<file path="src/rtl/sq_pkg.sv">
package sq_pkg;
  localparam int CFG_W = 7;
  localparam int RST_W = 4;
  localparam logic [CFG_W-1:0] CFG_QUIESCE = 7'h3F;
  localparam logic [RST_W-1:0] RST_ALL = 4'b1111;
  localparam logic [RST_W-1:0] RST_FRAME_ONLY = 4'b0100;

  typedef enum logic [3:0] {
    S_IDLE, S_HOLD, S_CFG, S_REL, S_SYNC, S_WR1,
    S_BITW, S_WR2, S_DRAIN, S_RD, S_PDN, S_DONE
  } sq_state_e;
endpackage

</file>
<file path="src/rtl/sq_wait_timer.sv">
module sq_wait_timer #(
  parameter int TICK_W = 2,
  parameter int CYC_W  = 6
) (
  input  logic              clk,
  input  logic              rst,
  input  logic              clr,
  input  logic              tick,
  output logic [TICK_W-1:0] ticks,
  output logic [CYC_W-1:0]  cycles
);
  always_ff @(posedge clk) begin
    if (rst || clr) begin
      ticks  <= '0;
      cycles <= '0;
    end else begin
      if (tick && ticks != '1) ticks <= ticks + 1'b1;
      if (cycles != '1) cycles <= cycles + 1'b1;
    end
  end
endmodule

</file>
<file path="src/rtl/sq_cfg_shadow.sv">
module sq_cfg_shadow #(
  parameter int W = 7
) (
  input  logic         clk,
  input  logic         rst,
  input  logic         cap,
  input  logic [W-1:0] d,
  output logic [W-1:0] q
);
  for (genvar i = 0; i < W; i++) begin : g_bit
    always_ff @(posedge clk) begin
      if (rst)      q[i] <= 1'b0;
      else if (cap) q[i] <= d[i];
    end
  end
endmodule

</file>
<file path="src/rtl/sport_quiesce_seq.sv">
module sport_quiesce_seq
  import sq_pkg::*;
#(
  parameter int              DATA_W     = 16,
  parameter logic [DATA_W-1:0] DUMMY_WORD = 16'hA5A5,
  parameter int              SYNC_TICKS = 2,
  parameter int              BIT_TICKS  = 1,
  parameter int              TMO_CYC    = 32
) (
  input  logic              clk,
  input  logic              rst,
  input  logic              start_i,
  input  logic              wake_i,
  input  logic              xmit_rdy_i,
  input  logic              recv_rdy_i,
  input  logic              srg_tick_i,
  input  logic              bit_tick_i,
  input  logic [CFG_W-1:0]  cfg_in_i,
  output logic [RST_W-1:0]  rst_ctl_o,
  output logic [CFG_W-1:0]  cfg_o,
  output logic              dma_dis_o,
  output logic              tx_wr_o,
  output logic [DATA_W-1:0] tx_data_o,
  output logic              rx_rd_o,
  output logic              pdn_req_o,
  output logic              busy_o,
  output logic              done_o,
  output logic              err_o
);
  localparam int MAX_TICKS = (SYNC_TICKS > BIT_TICKS) ? SYNC_TICKS : BIT_TICKS;
  localparam int TICK_W    = $clog2(MAX_TICKS + 1) + 1;
  localparam int CYC_W     = $clog2(TMO_CYC + 1);
  localparam logic [TICK_W-1:0] SYNC_N   = TICK_W'(SYNC_TICKS);
  localparam logic [TICK_W-1:0] BIT_N    = TICK_W'(BIT_TICKS);
  localparam logic [CYC_W-1:0]  TMO_LAST = CYC_W'(TMO_CYC - 1);

  sq_state_e           st_q, st_d;
  logic                tmo_hit;
  logic                tmr_clr, tmr_tick;
  logic [TICK_W-1:0]   tk_cnt;
  logic [CYC_W-1:0]    cyc_cnt;
  logic [CFG_W-1:0]    saved_cfg;
  logic                cap_cfg;

  assign cap_cfg  = (st_q == S_IDLE) && start_i;
  assign tmr_clr  = (st_d != st_q);
  assign tmr_tick = (st_q == S_SYNC) ? srg_tick_i : bit_tick_i;

  sq_wait_timer #(.TICK_W(TICK_W), .CYC_W(CYC_W)) u_timer (
    .clk    (clk),
    .rst    (rst),
    .clr    (tmr_clr),
    .tick   (tmr_tick),
    .ticks  (tk_cnt),
    .cycles (cyc_cnt)
  );

  sq_cfg_shadow #(.W(CFG_W)) u_shadow (
    .clk (clk),
    .rst (rst),
    .cap (cap_cfg),
    .d   (cfg_in_i),
    .q   (saved_cfg)
  );

  always_comb begin
    st_d    = st_q;
    tmo_hit = 1'b0;
    unique case (st_q)
      S_IDLE:  if (start_i) st_d = S_HOLD;
      S_HOLD:  st_d = S_CFG;
      S_CFG:   st_d = S_REL;
      S_REL:   st_d = S_SYNC;
      S_SYNC: begin
        if (tk_cnt >= SYNC_N) st_d = S_WR1;
        else if (cyc_cnt == TMO_LAST) begin
          st_d    = S_DONE;
          tmo_hit = 1'b1;
        end
      end
      S_WR1:   st_d = S_BITW;
      S_BITW: begin
        if (tk_cnt >= BIT_N && xmit_rdy_i) st_d = S_WR2;
        else if (cyc_cnt == TMO_LAST) begin
          st_d    = S_DONE;
          tmo_hit = 1'b1;
        end
      end
      S_WR2:   st_d = S_DRAIN;
      S_DRAIN: st_d = recv_rdy_i ? S_RD : S_PDN;
      S_RD:    st_d = S_PDN;
      S_PDN:   if (wake_i) st_d = S_DONE;
      S_DONE:  st_d = S_IDLE;
      default: st_d = S_IDLE;
    endcase
  end

  logic nxt_wr;
  assign nxt_wr = (st_d == S_WR1) || (st_d == S_WR2);

  always_ff @(posedge clk) begin
    if (rst) begin
      st_q      <= S_IDLE;
      rst_ctl_o <= '0;
      cfg_o     <= '0;
      dma_dis_o <= 1'b0;
      tx_wr_o   <= 1'b0;
      tx_data_o <= '0;
      rx_rd_o   <= 1'b0;
      pdn_req_o <= 1'b0;
      busy_o    <= 1'b0;
      done_o    <= 1'b0;
      err_o     <= 1'b0;
    end else begin
      st_q <= st_d;
      if (st_d == S_HOLD || st_d == S_CFG)
        rst_ctl_o <= RST_ALL;
      else if (st_d inside {S_REL, S_SYNC, S_WR1, S_BITW, S_WR2, S_DRAIN, S_RD, S_PDN})
        rst_ctl_o <= RST_FRAME_ONLY;
      else
        rst_ctl_o <= '0;
      unique case (st_d)
        S_IDLE, S_HOLD: cfg_o <= cfg_in_i;
        S_DONE:         cfg_o <= saved_cfg;
        default:        cfg_o <= CFG_QUIESCE;
      endcase
      dma_dis_o <= !(st_d inside {S_IDLE, S_DONE});
      busy_o    <= !(st_d inside {S_IDLE, S_DONE});
      tx_wr_o   <= nxt_wr;
      tx_data_o <= nxt_wr ? DUMMY_WORD : '0;
      rx_rd_o   <= (st_d == S_RD);
      pdn_req_o <= (st_d == S_PDN);
      done_o    <= (st_d == S_DONE);
      if (cap_cfg)      err_o <= 1'b0;
      else if (tmo_hit) err_o <= 1'b1;
    end
  end
endmodule

</file>
<file path="config.mk">
export PLATFORM = sky130hd
export DESIGN_NAME = sport_quiesce_seq
export DESIGN_NICKNAME = d
export VERILOG_FILES = /design/src/rtl/sq_pkg.sv /design/src/rtl/sq_wait_timer.sv /design/src/rtl/sq_cfg_shadow.sv /design/src/rtl/sport_quiesce_seq.sv
export SDC_FILE = /design/constraint.sdc
export NUM_CORES = 1
export LEC_CHECK = 0
export BUFFER_PORTS_ARGS = -buffer_cell sky130_fd_sc_hd__buf_2
export CAP_MARGIN = 20
export CORE_MARGIN = 10
export CORE_UTILIZATION = 50
export DETAILED_ROUTE_END_ITERATION = 8
export PLACE_DENSITY = 0.79
export REMOVE_ABC_BUFFERS = 1
export SYNTH_ARGS = -nofsm -noshare
export SYNTH_HDL_FRONTEND = slang
export SYNTH_HIERARCHICAL = 1
export SYNTH_SLANG_ARGS = --single-unit
export TNS_END_PERCENT = 100
</file>
<file path="constraint.sdc">
create_clock -name clk -period 3.2 [get_ports clk]
set_input_delay 0.16 -clock clk [delete_from_list [all_inputs] [get_ports clk]]
set_output_delay 0.16 -clock clk [all_outputs]
set_load 0.01 [all_outputs]
</file>
==> flow_summary_export.csv <==
group,metric,value,unit
clocking,postCtsSetupRepairBufs,0,
sta,rsz0062_at_grt,"false",
routing,ant_nets,0,
sta,setup_tns,0,ns
global_route,antenna_found_initial,0,
synth,synth_edf_count,0,
clocking,clock_latency,0.29,ns
sta,timing.fmax,388,MHz
synth,syn-mean-instance-area,9.81,sq um
critical_path,startpoint_type,"register",
routing,drcViolationCount,0,
floorplanning,core_area,3610,sq um
routing,dr.pass1.iters,4,
power,ir_drop,0.000333,V
synth,synth_largest_area_cell,"dfxtp_1",
run,drv_cap,0,
synth,synth_cell_types,59,
synth,synthArstFlopShare,0,
floorplanning,die_x,80.7,microns
routing,drt-total-wl,3.89,mm
synth,yosys_register_bits,35,
global_route,grt_pass1_wl,6.35,mm
critical_path,path_class,"register to register",
routing,drtIter0Drc,105,
placement,gp_congestion,0.889,
global_route,overflow,0,
critical_path,cp_data_arrival_time,2.79,ns
cells_and_area,drive_gt1_frac,0.288,
cells_and_area,n_fill_cell,313,
sta,period_share,0.806,
global_route,grt_usage,0.119,
floorplanning,dieArea,6520,sq um
sta,setup_violations,0,
floorplanning,ioPinCount,49,
critical_path,path_buf_inv,0,
floorplanning,start_util,0.511,
routing,vias,1449,
power,power_density,537,nW/um^2
clocking,root_buffer,"clkbuf_8",
critical_path,worstPathMaxFanout,15,
global_route,grt_pass1_vias,1437,
cells_and_area,final_util,0.566,
power,power,1.10,mW
sta,hold_viol,0,
routing,wire_per_inst,14.8,microns
sta,worst_pin_slew,0.586,ns
synth,yosys_warnings,6,
clocking,clkSlewWorstSetupHoldPaths,0.08,ns
critical_path,crit_path_cell_trace,"and2_1, a221oi_2, a31oi_1, xor2_1, o211ai_1, or2_0, nor3b_1",
clocking,cts_hold_buffers,0,
synth,synth_flop_cell,"dfxtp_1",
cells_and_area,nets,232,
critical_path,critPathTopFamily,"simple AND/OR/NAND/NOR gates",
critical_path,crit_required,3.41,ns
clocking,cts_buffer_depth,2,
sta,relSlewSlack,0.610,
synth,synthCells,188,
hold_path,hold_class,"input pin to register",
floorplanning,die_y,80.7,microns
routing,viasPerCell,5.51,
clocking,ctsResizeCount,0,
sta,clock_skew,0.00544,ns
synth,synth_area,1840,sq um
cells_and_area,syn2layout_area_growth,10.7,%
critical_path,slowest_delay,0.60,ns
clocking,cts_max_level,2,
synth,yosys-top-cells-area,"dfxtp_1, buf_4, mux2i_1",
synth,ys_seq_area_frac,0.380,
critical_path,end_kind,"register",
sta,min_period,2.58,ns
clocking,clock-sinks,35,
outcome,status,"complete, no violations",
placement,port_buffers,40,
cells_and_area,antennaDiodeCount,0,
sta,slew_violations,0,
global_route,grt_max_degree,19,
placement,pre_cts_slack,0.664,ns
clocking,cts_buffers,5,
floorplanning,core.rowCount,22,
placement,dpl.hpwl,2.90,mm
power,leakage,0.853,nW
critical_path,critPathSlowestCell,"dfxtp_1",
synth,yosysTopAreaCellShare,0.380,
clocking,cts_tree,"yes",
sta,fin_ws,0.621,ns
[cell usage after synthesis, types with 2 or more instances]
cell and number:
nand2_1 5, a211oi_1 2, ha_1 3, xnor2_1 4, a22o_1 2, nand3_1 2, buf_6 3, nand3b_1 4
inv_1 5, mux2i_1 9, nor2_1 20, a31oi_1 4, o211ai_1 2, xor2_1 2, buf_2 3, nor3_1 2
clkbuf_1 2, o21ai_0 2, and4b_1 2, nor3b_1 5, a21oi_1 6, dfxtp_1 35, nand2b_1 2, a221o_1 6
nand4_1 2, mux2_2 2, buf_4 19, o311a_1 2
[area by class of cell]
class	instances	area, sq um	area share
multi-input cells	127	948	0.465
well taps	48	60.1	0.0294
inverters	5	18.8	0.00920
clock inverters	3	43.8	0.0215
flip-flops and latches	35	701	0.343
clock buffers	5	68.8	0.0337
repair buffers	40	200	0.0981
[worst register-to-register path, delay by kind of cell (launching register included)]
family                    cells  cell delay [ns]
and+or+nand+nor               3             1.03
AOI/OAI and AO/OA             3             0.67
DFF                           1             0.60
xor gates and xnor gates      1             0.20
[through the flow]
stage / instances / hold WS, ns / cell area, sq um
after floorplan: 167 / 0.232 / 1670
final: 263 / 0.107 / 2040
after CTS: 263 / 0.103 / 2040
after detailed placement: 255 / 0.399 / 1930
after global placement: 255 / 0.396 / 1930
after global routing: 263 / 0.107 / 2040
[sequential cells by signal, summed over array words and instances, names as in the netlist]
signal,count
cfg_o,7
u_shadow/q,7
u_timer/cycles,6
st_q,4
u_timer/ticks,3
rst_ctl_o,2
busy_o,1
done_o,1
err_o,1
pdn_req_o,1
rx_rd_o,1
tx_data_o,1
[metal layers]
metal	part of all wire	wire length (microns)	GRT usage	vias up
met1	0.41	1610	0.130	669
met4	0.020	78	0.0623	0
met3	0.098	382	0.0408	8
li1	-	-	-	718
met2	0.47	1820	0.201	54
met5	0	0	0	-
[where the power goes]
group	total, mW	internal, mW	switching [mW]
logic	0.197	0.0902	0.107
registers	0.498	0.471	0.0266
clock network	0.400	0.232	0.168
total	1.10	0.793	0.302
[logic make-up (layout without fill, tap and decap cells)]
family,Yosys count,after routing,synth area share
simple gates,57,57,0.189
compound gates,42,42,0.199
flops,35,35,0.380
buf+inv,33,53,0.120
mux,11,11,0.0611
xor+xnor,6,6,0.0285
fa+ha+maj,3,3,0.0204
other cells,1,8,0.00203
[cells in the final DEF, fill, tap and decap left out, types with 2 or more instances in the layout]
master	instances
buf_2	40
dfxtp_1	35
nor2_1	20
mux2i_1	9
conb_1	8
a21oi_1	6
a221o_1	6
nand2_1	5
nor3b_1	5
inv_1	5
clkbuf_8	5
nand3b_1	4
a31oi_1	4
xnor2_1	4
ha_1	3
nand2b_1	2
nand4_1	2
and4b_1	2
mux2_2	2
o211ai_1	2
xor2_1	2
nand3_1	2
a22o_1	2
o311a_1	2
a211oi_1	2
nor3_1	2
o21ai_0	2
[path summary, 6_finish.rpt]
| path | cells after the start | slack, ns | start | endpoint |
|---|---|---|---|---|
| worst min register to register | 2 | 0.46 | err_o | err_o |
| worst max-delay path | 7 | 0.62 | st_q[1] | u_timer/cycles[5] |
| worst min-delay path | 2 | 0.11 | cfg_in_i[6] | cfg_o[6] |
| worst max register to register | 7 | 0.62 | st_q[1] | u_timer/cycles[5] |
Power figures use the tool's default switching activity.
